==> src/rtl/can_fault_conf.sv <==
module can_fault_conf #(
  parameter int AMT_W      = 4,
  parameter int RECOV_BITS = 11,
  parameter int RECOV_SEQ  = 128,
  parameter int REC_RELOAD = 127
) (
  input  logic             clk,
  input  logic             rst_n,
  input  logic             tx_err_inc,
  input  logic [AMT_W-1:0] tx_err_amt,
  input  logic             ack_err,
  input  logic             rx_err_inc,
  input  logic [AMT_W-1:0] rx_err_amt,
  input  logic             tx_ok,
  input  logic             rx_ok,
  input  logic             bit_tick,
  input  logic             bit_val,
  input  logic             test_mode,
  input  logic             tec_wr,
  input  logic             rec_wr,
  input  logic [7:0]       wr_data,
  output logic [7:0]       tec,
  output logic [7:0]       rec,
  output logic [1:0]       state,
  output logic             busoff_irq
);
  localparam logic [1:0] ACTIVE  = 2'b00;
  localparam logic [1:0] PASSIVE = 2'b01;
  localparam logic [1:0] BUSOFF  = 2'b10;
  localparam int RB_W = $clog2(RECOV_BITS + 1);

  logic [RB_W-1:0] run, run_n;
  logic [7:0]      tec_n, rec_n;
  logic [1:0]      state_n;
  logic            irq_n;

  wire [8:0] tx_sum = {1'b0, tec} + 9'(tx_err_amt);
  wire [8:0] rx_sum = {1'b0, rec} + 9'(rx_err_amt);
  wire       bus_off = state[1];
  wire       wr_any  = test_mode && (tec_wr || rec_wr);

  always_comb begin
    tec_n   = tec;
    rec_n   = rec;
    state_n = state;
    run_n   = run;
    irq_n   = 1'b0;
    if (wr_any) begin
      if (tec_wr) tec_n = wr_data;
      if (rec_wr) rec_n = wr_data;
      if (!bus_off) state_n = (tec_n[7] || rec_n[7]) ? PASSIVE : ACTIVE;
    end else if (bus_off) begin
      if (bit_tick) begin
        if (!bit_val) run_n = '0;
        else if (run == RB_W'(RECOV_BITS - 1)) begin
          run_n = '0;
          tec_n = tec + 8'd1;
          if (tec_n == 8'(RECOV_SEQ)) begin
            tec_n   = '0;
            rec_n   = '0;
            state_n = ACTIVE;
          end
        end else run_n = run + RB_W'(1);
      end
    end else begin
      if (tx_err_inc) begin
        if (!tx_sum[8]) tec_n = tx_sum[7:0];
        else if (ack_err) tec_n = 8'hFF;
        else begin
          tec_n   = '0;
          state_n = BUSOFF;
          irq_n   = 1'b1;
          run_n   = '0;
        end
      end else if (tx_ok && tec != 8'd0) tec_n = tec - 8'd1;
      if (rx_err_inc) begin
        if (!rec[7]) rec_n = rx_sum[8] ? 8'hFF : rx_sum[7:0];
      end else if (rx_ok) begin
        if (rec[7]) rec_n = 8'(REC_RELOAD);
        else if (rec != 8'd0) rec_n = rec - 8'd1;
      end
      if (state_n != BUSOFF) state_n = (tec_n[7] || rec_n[7]) ? PASSIVE : ACTIVE;
    end
  end

  always_ff @(posedge clk) begin
    if (!rst_n) begin
      tec        <= '0;
      rec        <= '0;
      state      <= ACTIVE;
      run        <= '0;
      busoff_irq <= 1'b0;
    end else begin
      tec        <= tec_n;
      rec        <= rec_n;
      state      <= state_n;
      run        <= run_n;
      busoff_irq <= irq_n;
    end
  end


  state_code_chk: assert property (@(posedge clk) disable iff (!rst_n) state != 2'b11);

  irq_in_busoff_chk: assert property (@(posedge clk) disable iff (!rst_n) busoff_irq |-> state == BUSOFF);

  busoff_entry_chk: assert property (@(posedge clk) disable iff (!rst_n)
    $rose(state[1]) |-> (tec == 8'd0 && busoff_irq));

  ack_no_busoff_chk: assert property (@(posedge clk) disable iff (!rst_n)
    (state == PASSIVE && tx_err_inc && ack_err && !wr_any) |=> !state[1]);

  rec_sat_chk: assert property (@(posedge clk) disable iff (!rst_n)
    (!bus_off && rec[7] && rx_err_inc && !wr_any) |=> rec == $past(rec));

  dominant_hold_chk: assert property (@(posedge clk) disable iff (!rst_n)
    (bus_off && bit_tick && !bit_val && !wr_any) |=> (tec == $past(tec) && state == BUSOFF));

  busoff_rec_chk: assert property (@(posedge clk) disable iff (!rst_n)
    (bus_off && !wr_any && !bit_tick) |=> (rec == $past(rec) && tec == $past(tec)));
endmodule

==> config.mk <==
export PLATFORM = sky130hd
export DESIGN_NAME = can_fault_conf
export DESIGN_NICKNAME = d
export VERILOG_FILES = /design/src/rtl/can_fault_conf.sv
export SDC_FILE = /design/constraint.sdc
export NUM_CORES = 1
export LEC_CHECK = 0
export ABC_AREA = 1
export CAP_MARGIN = 5
export CORE_ASPECT_RATIO = 1.75
export CORE_MARGIN = 4
export CORE_UTILIZATION = 58
export CTS_CLUSTER_SIZE = 12
export DETAILED_ROUTE_END_ITERATION = 12
export PLACE_DENSITY = 0.87
export SETUP_SLACK_MARGIN = 0.1
export SLEW_MARGIN = 20
export SYNTH_ARGS = -nofsm -noshare
export SYNTH_HDL_FRONTEND = slang
export SYNTH_SLANG_ARGS = --single-unit
export TNS_END_PERCENT = 10
==> constraint.sdc <==
create_clock -name clk -period 3 [get_ports clk]
set_clock_uncertainty 0.05 [all_clocks]
set_input_delay 0.6 -clock clk [delete_from_list [all_inputs] [get_ports clk]]
set_output_delay 0.6 -clock clk [all_outputs]
set_load 0.01 [all_outputs]
==> results.yml <==
critical_path:
  critical-path-top-delay-family: "simple AND/OR/NAND/NOR gates"
  path_cells: "clkdlybuf4s50_1, ha_1, inv_1, fa_1, nand3b_1, nand2_2, nand3b_2, nand2_2, inv_1, nand2_1, nand3_1, nand2_1, inv_1, nor2_1, nor2_1"
  crit_cells: 15
  crit_path_end: "state[0]"
  rr_worst_depth: 14
  slowest_delay_ns: 0.46
  crit_top_cell: "inv_1"
  cp_max_fo: 6
  reg2reg_setup_slack_ns: 0.62
  worstSetupEndpointType: "register"
  critPathKind: "in -> reg"
  r2r_start: "tec[0]"
  setup.worst_path.start: "tx_err_amt[0]"
  arrival_ns: 2.70
  rr_endpoint: "state[0]"
  start_kind: "input port"
  cp_num_buf_inv: 4
  cpMaxStageDelayCell: "clkdlybuf4s50_1"
  required_ns: 3.10
floorplan:
  initial_core_util: 0.608
  rows: 31
  core_um2: 4190
  die_w_um: 58.1
  io_pins: 47
  die_area_um2: 5560
  die_y_um: 95.7
sta:
  clock.fmax_mhz: 386
  finalSetupViolCount: 0
  slew_headroom: 0.663
  finalHoldViolCount: 0
  fin_crit_sh: 0.865
  slew_violations: 0
  timing.final.ws_setup_ns: 0.406
  timing.hold.ws_ns: 0.463
  tightest_slew_ns: 0.505
  fin_tns_setup_ns: 0
  rsz0062_at_grt: "no"
  min_period_ns: 2.59
job:
  drv_cap: 0
clock_tree:
  cts.sinks: 23
  post-cts-setup-buffer-count: 0
  cts_max_level: 1
  ctsResizeCount: 0
  cts_buffer_depth: 2
  cts_buffers: 3
  ctsHoldBuffers: 0
  cts_tree: "built"
  clkTransAtPathRegs_ns: 0.08
  worstSkewPairLatency_ns: 0.27
  cts_root_buf: "clkbuf_8"
placed_design:
  hpwl_um: 6780
  dp_slack_ns: 0.0984
  gp_congestion: 1.00
  port_buffers: 46
routing:
  wl_per_cell_um: 16.2
  drc: 0
  met1Wirelength_um: 2860
  routed.top_layer: "met4"
  via_count: 3001
  initialDrtViolationCount: 225
  wl_met2_um: 4360
  wl_met3_um: 368
  totalWireLength_um: 8280
  via_per_inst: 5.88
  drt.antenna.violating_nets: 0
  first_pass_iters: 4
final_layout:
  multi_input_area_um2: 1870
  most-common-layout-cells: "107 x nand2_1, 46 x nor2_1, 46 x clkdlybuf4s50_1, 41 x inv_1, 41 x nand3_1"
  regArea_um2: 460
  n_antenna_cell: 0
  final_layout_size_suffix_gt1_frac: 0.0803
  final_nets: 508
  fillers: 391
  layout_commonest_cell: "nand2_1"
  area_growth_pct: 21.6
global_route:
  first_global_vias: 2940
  grt_first_pass_wirelength_um: 13500
  grt_start_max_net_pins: 14
  grt_overflow_total: 0
  grt_antenna_before_repair: 0
  grt_usage: 0.317
logic_synthesis:
  ys.warnings.count: 0
  syn-num-nets: 462
  ys_ff_latch: 23
  seq_area_frac_synth: 0.181
  synthesis.area_um2: 2550
  ys_types: 42
  avgSynthCellArea_um2: 6.12
  synthCells: 416
pwr:
  swShare: 0.426
  pwr-share-clk: 0.173
  cellInternalPower_uw: 666
  power_density_nw_per_um2: 375
  finalPower_mw: 1.16
  vdd_drop_max_mv: 0.349
  switchingPower_uw: 495
  comb_power_share: 0.491
  pwr-share-seq: 0.336
  leakagePower_nw: 1.43
hold_path:
  min_path_type: "reg -> reg"
run_status:
  status: "complete, no violations"
==> worst min path at each step <==
stage                       from     end  cells after the start
after CTS                 run[0]  run[0]                      2
after detailed placement  run[0]  run[0]                      2
after floorplan           run[0]  run[0]                      2
final                     rec[0]  rec[0]                      2
after global routing      run[0]  run[0]                      2
after global placement    run[0]  run[0]                      2
==> cell type report <==
| class | instances | share of cell area |
|---|---|---|
| Clock buffer | 4 | 0.0145 |
| Multi-Input combinational cell | 339 | 0.604 |
| Timing Repair Buffer | 49 | 0.156 |
| Sequential cell | 23 | 0.149 |
| Inverter | 46 | 0.0574 |
| Tap cell | 49 | 0.0198 |
==> cell families (layout without fill, tap and decap cells) <==
kind of cell               after synthesis  count (layout)  share of synthesized area
and+or+nand+nor                        231             231                      0.428
AOI/OAI and AO/OA                       79              79                      0.174
buffers and inverters                   54              99                     0.0850
DFF                                     23              23                      0.181
adders and majority gates               18              18                     0.0943
xor gates and xnor gates                11              11                     0.0378
==> flip-flops by register name, indices dropped and copies added (netlist names) <==
| signal | count |
|---|---|
| run | 4 |
| busoff_irq | 1 |
| rec | 8 |
| state | 2 |
| tec | 8 |
==> tightest hold or removal path: stages, from the launching register on <==
cell and delay [ns]:
dfxtp_1 0.35, nand2_1 0.07, a21oi_1 0.05
==> metal layers <==
metal | GRT usage | vias to the layer above
li1 | - | 1473
met1 | 0.302 | 1348
met2 | 0.585 | 128
met3 | 0.0366 | 52
met4 | 0.259 | 0
met5 | 0 | -
==> synthesized netlist by cell type (all sizes together) <==
library cell	count	area [um2]
o21ai	32	179
xnor2	4	35.0
ha	16	200
o31ai	1	7.51
buf	5	27.5
a211oi	2	20.0
a31oi	2	12.5
dfxtp	23	460
fa	2	40.0
nand3	43	240
a21oi	37	185
nand2	115	467
nor2	52	229
a21o	1	7.51
a21boi	1	7.51
nand4	8	50.1
nor3b	3	32.5
clkinv	1	8.76
inv	45	169
a31o	1	8.76
nand3b	2	18.8
o211ai	1	7.51
or2	1	6.26
xor2	7	61.3
nor3	7	46.3
clkbuf	3	11.3
o22a	1	8.76
==> stage by stage <==
step                cells  utilization  area (um2)
floorplan             416            -        2550
global placement      506        0.729        3050
detailed placement    506        0.729        3050
CTS                   510        0.740        3100
global route          510        0.740        3100
finish                510        0.740        3100
==> power by group through the flow <==
stage / Sequential [mW] / Combinational, mW / Clock [mW]
2_1_floorplan: 0.382 / 0.363 / 0
3_3_place_gp: 0.395 / 0.556 / 0
3_5_place_dp: 0.396 / 0.561 / 0
4_1_cts: 0.389 / 0.565 / 0.204
5_1_grt: 0.396 / 0.635 / 0.210
6_report: 0.390 / 0.570 / 0.201
No activity file was read; power rests on OpenSTA's default activity.
